<file path="config.mk">
export PLATFORM = sky130hd
export DESIGN_NAME = ttlu
export DESIGN_NICKNAME = d
export VERILOG_FILES = /design/src/rtl/ttlu_pkg.sv /design/src/rtl/ttlu_op_decode.sv /design/src/rtl/ttlu_lut_array.sv /design/src/rtl/ttlu_out_stage.sv /design/src/rtl/ttlu.sv
export SDC_FILE = /design/constraint.sdc
export NUM_CORES = 1
export LEC_CHECK = 0
export BUFFER_PORTS_ARGS = -buffer_cell sky130_fd_sc_hd__buf_2
export CORE_ASPECT_RATIO = 1.5
export CORE_UTILIZATION = 45
export DETAILED_ROUTE_END_ITERATION = 7
export PLACE_DENSITY = 0.79
export SETUP_SLACK_MARGIN = 0.4
export SLEW_MARGIN = 20
export SYNTH_ARGS = -nofsm -noshare
export SYNTH_HDL_FRONTEND = slang
export SYNTH_SLANG_ARGS = --single-unit
</file>
<file path="constraint.sdc">
create_clock -name clk -period 1.5 [get_ports clk]
set_input_delay 0.075 -clock clk [delete_from_list [all_inputs] [get_ports clk]]
set_output_delay 0.075 -clock clk [all_outputs]
set_load 0.01 [all_outputs]
</file>
<file path="src/rtl/ttlu_pkg.sv">
package ttlu_pkg;

    typedef enum logic [3:0] {
        OP_AND  = 4'd0,
        OP_OR   = 4'd1,
        OP_XOR  = 4'd2,
        OP_ANDN = 4'd3,
        OP_ORN  = 4'd4,
        OP_XORN = 4'd5,
        OP_NAND = 4'd6,
        OP_NOR  = 4'd7,
        OP_CLR  = 4'd8,
        OP_SET  = 4'd9,
        OP_NOT1 = 4'd10,
        OP_CPY1 = 4'd11
    } op_e;

    localparam int TT_W = 4;

    // Table bit k gives the result for index k = {src1_bit, src2_bit}
    localparam logic [TT_W-1:0] TT_AND  = 4'b1000;
    localparam logic [TT_W-1:0] TT_OR   = 4'b1110;
    localparam logic [TT_W-1:0] TT_XOR  = 4'b0110;
    localparam logic [TT_W-1:0] TT_ANDN = 4'b0100;
    localparam logic [TT_W-1:0] TT_ORN  = 4'b1101;
    localparam logic [TT_W-1:0] TT_XNOR = 4'b1001;
    localparam logic [TT_W-1:0] TT_NAND = 4'b0111;
    localparam logic [TT_W-1:0] TT_NOR  = 4'b0001;
    localparam logic [TT_W-1:0] TT_CLR  = 4'b0000;
    localparam logic [TT_W-1:0] TT_SET  = 4'b1111;
    localparam logic [TT_W-1:0] TT_NOT1 = 4'b0011;
    localparam logic [TT_W-1:0] TT_CPY1 = 4'b1100;

endpackage

</file>
<file path="src/rtl/ttlu_op_decode.sv">
module ttlu_op_decode
    import ttlu_pkg::*;
(
    input  logic            raw_mode,
    input  logic [3:0]      op_sel,
    input  logic [TT_W-1:0] raw_code,
    output logic [TT_W-1:0] code
);

    logic [TT_W-1:0] named_code;

    always_comb begin
        unique case (op_e'(op_sel))
            OP_AND:  named_code = TT_AND;
            OP_OR:   named_code = TT_OR;
            OP_XOR:  named_code = TT_XOR;
            OP_ANDN: named_code = TT_ANDN;
            OP_ORN:  named_code = TT_ORN;
            OP_XORN: named_code = TT_XNOR;
            OP_NAND: named_code = TT_NAND;
            OP_NOR:  named_code = TT_NOR;
            OP_CLR:  named_code = TT_CLR;
            OP_SET:  named_code = TT_SET;
            OP_NOT1: named_code = TT_NOT1;
            OP_CPY1: named_code = TT_CPY1;
            default: named_code = TT_CLR;   // unassigned selects clear
        endcase
    end

    // Raw table takes priority over the named select
    assign code = raw_mode ? raw_code : named_code;

endmodule

</file>
<file path="src/rtl/ttlu_lut_array.sv">
module ttlu_lut_array
    import ttlu_pkg::*;
#(
    parameter int XLEN = 64
) (
    input  logic [TT_W-1:0] code,
    input  logic [XLEN-1:0] a,
    input  logic [XLEN-1:0] b,
    output logic [XLEN-1:0] y
);

    // One 4:1 selector per bit, indexed by {a, b}
    for (genvar gi = 0; gi < XLEN; gi++) begin : g_bit
        assign y[gi] = code[{a[gi], b[gi]}];
    end

endmodule

</file>
<file path="src/rtl/ttlu_out_stage.sv">
module ttlu_out_stage #(
    parameter int W = 64
) (
    input  logic         clk,
    input  logic         rst,
    input  logic         load,
    input  logic [W-1:0] d,
    output logic         valid,
    output logic [W-1:0] q
);

    always_ff @(posedge clk) begin
        if (rst) begin
            valid <= 1'b0;
            q     <= '0;
        end else begin
            valid <= load;
            if (load) begin
                q <= d;
            end
        end
    end

endmodule

</file>
<file path="src/rtl/ttlu.sv">
module ttlu
    import ttlu_pkg::*;
#(
    parameter int XLEN = 64
) (
    input  logic            clk,
    input  logic            rst,
    input  logic            in_valid,
    input  logic            raw_mode,
    input  logic [3:0]      op_sel,
    input  logic [3:0]      raw_code,
    input  logic [XLEN-1:0] src1,
    input  logic [XLEN-1:0] src2,
    output logic            out_valid,
    output logic [XLEN-1:0] result
);

    logic [TT_W-1:0] eff_code;
    logic [XLEN-1:0] comb_res;

    ttlu_op_decode u_dec (
        .raw_mode (raw_mode),
        .op_sel   (op_sel),
        .raw_code (raw_code),
        .code     (eff_code)
    );

    ttlu_lut_array #(.XLEN(XLEN)) u_lut (
        .code (eff_code),
        .a    (src1),
        .b    (src2),
        .y    (comb_res)
    );

    ttlu_out_stage #(.W(XLEN)) u_out (
        .clk   (clk),
        .rst   (rst),
        .load  (in_valid),
        .d     (comb_res),
        .valid (out_valid),
        .q     (result)
    );

    // valid flag follows the input valid by one cycle
    p_valid_follows_r6: assert property (@(posedge clk) disable iff (rst)
        in_valid |=> out_valid);
    p_valid_drops_r6: assert property (@(posedge clk) disable iff (rst)
        !in_valid |=> !out_valid);

    // constant tables ignore the operands
    p_clear_zero_r2: assert property (@(posedge clk) disable iff (rst)
        (in_valid && eff_code == TT_CLR) |=> (result == '0));
    p_set_ones_r2: assert property (@(posedge clk) disable iff (rst)
        (in_valid && eff_code == TT_SET) |=> (result == '1));

    // copy table reproduces the first operand
    p_copy_src1_r9: assert property (@(posedge clk) disable iff (rst)
        (in_valid && eff_code == TT_CPY1) |=> (result == $past(src1)));

    // result holds while no input is valid
    p_hold_r7: assert property (@(posedge clk) disable iff (rst)
        !in_valid |=> $stable(result));

    // reset clears the output register
    p_reset_clears_r8: assert property (@(posedge clk)
        rst |=> (!out_valid && result == '0));

endmodule

</file>
==> results of run 1 <==
[routing by layer]
layer / vias up / part of all wire (%)
met1: 2844 / 37
met3: 75 / 5.0
li1: 2683 / -
met5: - / 0
met2: 264 / 53
met4: 0 / 5.0
[flip-flops by register name, indices dropped and copies added (netlist names)]
register	count
u_out.q	64
u_out.valid	1
[worst reg2reg max path: stages (launching register included)]
cell and delay, ns:
dfxtp_1 0.37, nor2_1 0.07, a211oi_2 0.21
[cell families after synthesis]
| kind of cell | share of synthesized area (%) |
|---|---|
| multiplexers | 0.302 |
| AND/OR/NAND/NOR | 23.6 |
| adder cells (fa/ha/maj) | 0.503 |
| buffers and inverters | 9.33 |
| flip-flops | 26.1 |
| AO/OA/AOI/OAI | 40.1 |
[cells in the final DEF (no fill, tap or decap), types with 11 or more instances in the layout]
cell,instances
nand3_1,57
nor2_1,14
o21bai_1,57
inv_1,58
dfxtp_1,65
nor2b_1,11
a41oi_2,48
buf_2,200
o221ai_2,48
clkbuf_16,15
buf_12,13
nand2_1,64
nand3b_1,60
[where the power goes]
part | internal (mW) | leakage, nW | switching [mW]
Combinational | 0.953 | 2.44 | 1.16
Clock | 1.33 | 0.144 | 0.776
Sequential | 1.87 | 0.540 | 0.0841
[area by class of cell]
type	count	area, sq um	share of cell area, %
multi-input combinational	419	3810	50.5
timing repair buffer	240	1730	22.9
sequential	65	1300	17.2
clock buffer	13	250	3.31
inverter	60	240	3.18
tap	144	180	2.39
clock inverter	3	40.0	0.530
antenna	1	2.50	0.0331
[path summary, 6_finish.rpt]
path / start / to / cells past startpoint
max: op_sel[0] / u_out.q[15] / 9
min: src2[10] / u_out.q[10] / 3
max reg2reg: u_out.q[6] / u_out.q[6] / 2
min reg2reg: u_out.q[19] / u_out.q[19] / 2
[timing repair]
| action | CTS | global route |
|---|---|---|
| setup endpoints to repair | 64 | 64 |
| cloned | 5 | 8 |
| hold buffers | 0 | 0 |
| pin swaps | 7 | 60 |
| gates resized for setup | 19 | 75 |
| buffers inserted | 5 | 1 |
==> results.ini, run 1 <==
[status]
status=complete, no violations

[logic_synthesis]
synth-edff-count=0
ys_seq_area_share_pct=26.1
synth_common_cells=dfxtp_1, nand2_1, inv_1, nand3b_1
syn_inst=595
avgSynthCellArea_sq_um=8.37
synth_top_area_cell=dfxtp_1
netlist_top_cells_area=dfxtp_1, a41oi_2, nand3b_1
synth.top_cell.area_share_pct=26.1
ys.flop_type=dfxtp_1
async_flop_share_pct=0
synth-seq-cells=65
synth_cell_types=30
syn_nets=737
syn_area_sq_mm=0.00498
yosys_warnings=0

[layout]
fin_util_pct=70.9
drive_above_1_share_pct=47.4
area_growth_pct=51.7
fillers=790
layout.nets=937
layout.cells.non_filler=945
fin_area_sq_mm=0.00755

[routing]
wl_per_cell_um=19.8
finalWirelength_mm=18.7
vias_per_cell=6.21
drt_iter0_markers=289
drtPass1Iterations=5
vias=5866
ant_nets=0
drcViolationCount=0

[timing]
worst-slew-pin-transition_ns=0.411
finalCritPeriodShare_pct=83.8
final-setup-viol-count=0
hold_viol=0
tns_ns=0
finalCriticalPeriod_ns=1.26
setup_slack_ns=0.243
rsz0062_at_grt=true
drv_slew=0
fmax_mhz=795
hold_slack_ns=0.0562
clock_skew_ns=0
slew_headroom_pct=72.6

[min_path]
worstHoldPathType=in2reg

[floorplanning]
core_area_sq_mm=0.0106
dieWidth_um=87.9
die-area_sq_mm=0.0115
start_util_pct=46.7
die_h_um=131
fp-row-count=46
num_io_pins=205

[placed_design]
place.gp.congestion=0.922
dp.cells=909
dpl.hpwl_mm=11.3
place_area_sq_mm=0.00631
io_buffers=204
dp_slack_ns=-0.117

[run]
maxCapViolations=0

[worst_setup_path]
max_stage_delay_ns=0.27
worstPathCellList=buf_8 > inv_8 > ha_4 > nand3b_1 > a31oi_4 > buf_6 > clkbuf_16 > o221ai_2 > a41oi_1
crit_path_max_fanout=5
cp_data_required_time_ns=1.75
critical_path_class=in2reg
path_delay_family=compound AO/OA/AOI/OAI gates
cpMaxStageDelayCell=a31oi_4
cp-start-kind=primary input
reg2reg_slack_ns=0.78
cp-end-kind=flop
cp_data_arrival_time_ns=1.50
path_buf_inv=4

[power]
total_power_mw=6.17
p_leak_nw=3.13
power_density_mw_per_mm2=817
vdd_drop_max_uv=524

[clocking]
clk_latency_ns=0.32
cts_max_path_buffers=2
root_buffer=clkbuf_16
cts_buffers=9
cts_tree=yes
htreeDepth=3
cts_sinks=65
clkTransAtPathRegs_ns=0.06

[grt]
met1_usage_pct=29.1
track_usage_pct=28.6
grt_first_pass_wirelength_mm=25.8
grtUsageMet2_pct=53.1
first_global_vias=5683
top_usage_layer=met2
grtUsageMet3_pct=5.34
grt-ovfl-total=0
grt_max_degree=45
antenna_found_initial=0

No activity file was read; power rests on OpenSTA's default activity.
==> run 2: changes to the inputs <==
==> constraint.sdc (replaced) <==
create_clock -name clk -period 1.1 [get_ports clk]
set_input_delay 0.055 -clock clk [delete_from_list [all_inputs] [get_ports clk]]
set_output_delay 0.055 -clock clk [all_outputs]
set_load 0.01 [all_outputs]
==> results.ini, run 2 (same netlist as run 1, synthesis figures left out) <==
[timing]
finalCriticalPeriod_ns=1.33
setup_slack_ns=-0.234
rsz0062_at_grt=true
fmax_mhz=749
final-setup-viol-count=64
drv_slew=0
worst-slew-pin-transition_ns=0.341
slew_headroom_pct=77.3
finalCritPeriodShare_pct=121
hold_viol=0
clock_skew_ns=0

[run]
maxCapViolations=0

[clocking]
cts_sinks=65
root_buffer=clkbuf_16
cts_max_path_buffers=2
htreeDepth=3
clkTransAtPathRegs_ns=0.06
cts_tree=yes
cts_hold_buffers=0
clk_latency_ns=0.33
cts_buffers=9

[layout]
fin_util_pct=77.8
layout.nets=957
layout.cells.non_filler=964
drive_above_1_share_pct=55.5
fillers=636
top_regs=u_out.q x64, u_out.valid x1
antenna_cells=0
largest_reg_flops=64
final_cell_mix=buf_2, buf_6, nand2_1
fin_area_sq_mm=0.00829
area_growth_pct=66.5
top_register=u_out.q
final_common_cell=buf_2

[placed_design]
io_buffers=204
dp.cells=911
place_area_sq_mm=0.00636
dpl.hpwl_mm=11.2
dp_slack_ns=-0.514
place.gp.congestion=0.800

[worst_setup_path]
cpMostUsedCell=nand3b_1
cpMaxStageDelayCell=a31oi_4
cp-start-kind=primary input
worstPathCellList=buf_6 > buf_4 > ha_1 > nand3b_1 > a31oi_4 > buf_12 > clkbuf_16 > nand3b_1 > a41oi_1
cp_data_arrival_time_ns=1.57
critical_path_class=in2reg
crit_path_max_fanout=12
max_stage_delay_ns=0.26
cp-end-kind=flop
cp_data_required_time_ns=1.33

[grt]
track_usage_pct=30.1
grt_first_pass_wirelength_mm=27.3
antenna_found_initial=0
grt_max_degree=43
grt-ovfl-total=0
first_global_vias=6065

[routing]
drt_iter0_markers=404
dr_wl_met3_mm=1.79
vias=6381
wl_per_cell_um=22.9
vias_per_cell=6.62
drtPass1Iterations=5
ant_nets=0
wl_met1_mm=7.30
routed-wl-met2_mm=11.4
finalWirelength_mm=22.1
top_layer=met4
drcViolationCount=0

[floorplanning]
core_area_sq_mm=0.0106
fp-row-count=46
num_io_pins=205
start_util_pct=46.7
dieWidth_um=87.9
die-area_sq_mm=0.0115
die_h_um=131

[power]
vdd_drop_max_uv=867
power_density_mw_per_mm2=1130
p_leak_nw=3.39
total_power_mw=9.35

[status]
status=finished with violations
violations=setup timing

[min_path]
worstHoldPathType=in2reg

-- run 2: routing by layer --
| metal | global-route usage, % | up-vias |
|---|---|---|
| li1 | - | 2728 |
| met1 | 30.0 | 3069 |
| met2 | 54.8 | 444 |
| met3 | 6.41 | 140 |
| met4 | 20.7 | 0 |
| met5 | 0 | - |
-- run 2: repair_timing --
item | in CTS | in global routing
setup buffers | 10 | 7
gates cloned | 3 | 17
setup endpoints to repair | 129 | 129
pin swaps | 5 | 46
resized for setup | 129 | 76
endpoints found under the hold margin | 0 | 0
-- run 2: final timing paths --
| check | start | end | slack, ns | cells past startpoint |
|---|---|---|---|---|
| hold / removal | src2[17] | u_out.q[17] | 0.04 | 3 |
| hold reg to reg | u_out.q[17] | u_out.q[17] | 0.52 | 2 |
| setup / recovery | op_sel[1] | u_out.q[4] | -0.23 | 9 |
| setup reg to reg | u_out.q[48] | u_out.q[48] | 0.28 | 3 |
-- run 2: final cells by class --
| cell class | count | area (sq um) | share of cell area [%] |
|---|---|---|---|
| clock buffer | 11 | 253 | 3.05 |
| clock inverter | 5 | 77.6 | 0.936 |
| inverter | 60 | 240 | 2.90 |
| multi-input combinational | 419 | 3760 | 45.3 |
| sequential | 65 | 1380 | 16.7 |
| tap | 144 | 180 | 2.17 |
| timing repair buffer | 260 | 2400 | 29.0 |
-- run 2: power by group --
part	internal [mW]	switching (mW)
clock network	2.10	1.15
logic	1.64	1.70
registers	2.59	0.161
total	6.33	3.02
-- run 2: metrics by stage --
step	hold WS, ns	setup TNS [ns]
final	0.0391	-6.52
after global routing	0.0603	-8.95
after CTS	0.0246	-3.03
after detailed placement	0.388	-28.94
after global placement	0.375	-26.84
after floorplan	0.253	-10.09
-- run 2: critical path: cells and delay by family --
| kind | cells | cell delay (ns) |
|---|---|---|
| buffers and inverters | 4 | 0.60 |
| adders and majority gates | 1 | 0.15 |
| and+or+nand+nor | 2 | 0.23 |
| AOI/OAI and AO/OA | 2 | 0.52 |
==> run 3: changes to the inputs <==
==> constraint.sdc (replaced) <==
create_clock -name clk -period 1.1 [get_ports clk]
set_input_delay 0.055 -clock clk [delete_from_list [all_inputs] [get_ports clk]]
set_output_delay 0.055 -clock clk [all_outputs]
set_load 0.005 [all_outputs]
==> results.ini, run 3 (same netlist as run 1, synthesis figures left out) <==
[worst_setup_path]
cpMostUsedCell=buf_12
r2r-end=u_out.q[48]
cp_data_required_time_ns=1.29
r2r_start=u_out.q[48]
reg2reg_slack_ns=0.28
max_stage_delay_ns=0.26
cp-start-kind=primary input
critical_path_class=in2reg
cp_data_arrival_time_ns=1.54
worstPathCellList=buf_12 > inv_8 > ha_4 > nand3b_1 > a31oi_4 > buf_6 > buf_12 > buf_16 > o221ai_4 > a41oi_2
cpMaxStageDelayCell=o221ai_4
cp-end-kind=flop
reg2regPathDepth=3
path_delay_family=buffers and inverters
path_buf_inv=5
crit_path_max_fanout=6

[floorplanning]
die-area_sq_mm=0.0115
fp-row-count=46
start_util_pct=46.7
num_io_pins=205
die_h_um=131
core_area_sq_mm=0.0106
dieWidth_um=87.9

[timing]
hold_slack_ns=0.0405
final-setup-viol-count=64
setup_slack_ns=-0.249
fmax_mhz=741
finalCriticalPeriod_ns=1.35
rsz0062_at_grt=true
hold_viol=0
clock_skew_ns=0
drv_slew=0
slew_headroom_pct=77.0
tns_ns=-7.40
finalCritPeriodShare_pct=123
worst-slew-pin-transition_ns=0.345

[grt]
grt_first_pass_wirelength_mm=26.8
grt-ovfl-total=0
track_usage_pct=29.5
antenna_found_initial=1
first_global_vias=6032
grt_max_degree=43

[routing]
vias=6192
wl_per_cell_um=21.3
ant_nets=0
drtPass1Iterations=6
drcViolationCount=0
finalWirelength_mm=20.3
vias_per_cell=6.48
drt_iter0_markers=364

[clocking]
clkTransAtPathRegs_ns=0.06
root_buffer=clkbuf_16
cts_tree=yes
clk_latency_ns=0.33
cts_sinks=65
cts_buffers=9
cts_hold_buffers=0
htreeDepth=3
cts_max_path_buffers=2

[layout]
layout.cells.non_filler=955
antenna_cells=0
largest_reg_flops=64
final_cell_mix=buf_2, nand2_1, dfxtp_2
layout.nets=948
final_common_cell=buf_2
top_register=u_out.q
fin_area_sq_mm=0.00803
top_regs=u_out.q x64, u_out.valid x1
area_growth_pct=61.4
drive_above_1_share_pct=57.0

[status]
status=finished with violations
violations=setup timing

[run]
maxCapViolations=0

[min_path]
holdCritStartpoint=src2[36]
min_delay_worst_endpoint=u_out.q[36]
whs_path_depth=4
worstHoldPathType=in2reg

[power]
p_leak_nw=3.29
power_density_mw_per_mm2=1120
vdd_drop_max_uv=880

[placed_design]
place_area_sq_mm=0.00636
dpl.hpwl_mm=11.2
dp_slack_ns=-0.514
io_buffers=204
dp.cells=911
place.gp.congestion=0.800

[run 3: cell types whose count changed in the layout (fill, tap and decap cells not counted), sizes merged]
cell	previous run	this run
bufbuf	0	1
buf	248	242
clkbuf	23	19
[run 3: area by class of cell]
cell class,count,area [sq um]
well taps,144,180
flip-flops and latches,65,1380
inverters,60,240
multi-input cells,419,3870
repair buffers,251,2030
clock inverters,5,77.6
fillers,683,2610
clock buffers,11,253
[run 3: worst max path at each step]
| stage | start | to | slack [ns] | cells after the start |
|---|---|---|---|---|
| after floorplan | op_sel[1] | u_out.q[25] | -0.18 | 7 |
| after global placement | op_sel[0] | u_out.q[54] | -0.46 | 8 |
| after detailed placement | op_sel[0] | u_out.q[21] | -0.51 | 8 |
| after CTS | op_sel[0] | u_out.q[38] | -0.08 | 9 |
| after global routing | op_sel[0] | u_out.q[0] | -0.26 | 10 |
| final | op_sel[0] | u_out.q[0] | -0.25 | 10 |
[run 3: routing by layer]
metal	vias up	part of all wire, %	global-route usage (%)
li1	2708	-	-
met1	3003	34	29.1
met2	376	53	54.0
met3	105	7.1	6.60
met4	0	6.6	20.3
met5	-	0	0
[run 3: stage by stage]
stage	power (mW)	utilization, %
2_1_floorplan	3.91	-
4_1_cts	8.30	65.9
3_3_place_gp	4.76	59.8
5_1_grt	9.31	75.5
3_5_place_dp	4.87	59.8
6_report	9.00	75.5
[run 3: repair_timing]
item	4_1_cts	5_1_grt
cloned	3	10
pin swaps	5	57
endpoints found under the setup margin	129	129
buffers inserted	10	5
resized for setup	77	113
[run 3: tightest hold or removal path: cells and delay by family]
family	cells	cell delay (ns)
buf+inv	2	0.15
compound gates	2	0.14
[run 3: power breakdown]
group	leakage, nW	total (mW)	internal [mW]	switching (mW)
logic	2.57	3.03	1.45	1.57
registers	0.559	2.72	2.59	0.135
clock network	0.162	3.25	2.10	1.15
total	3.29	9.00	6.15	2.86
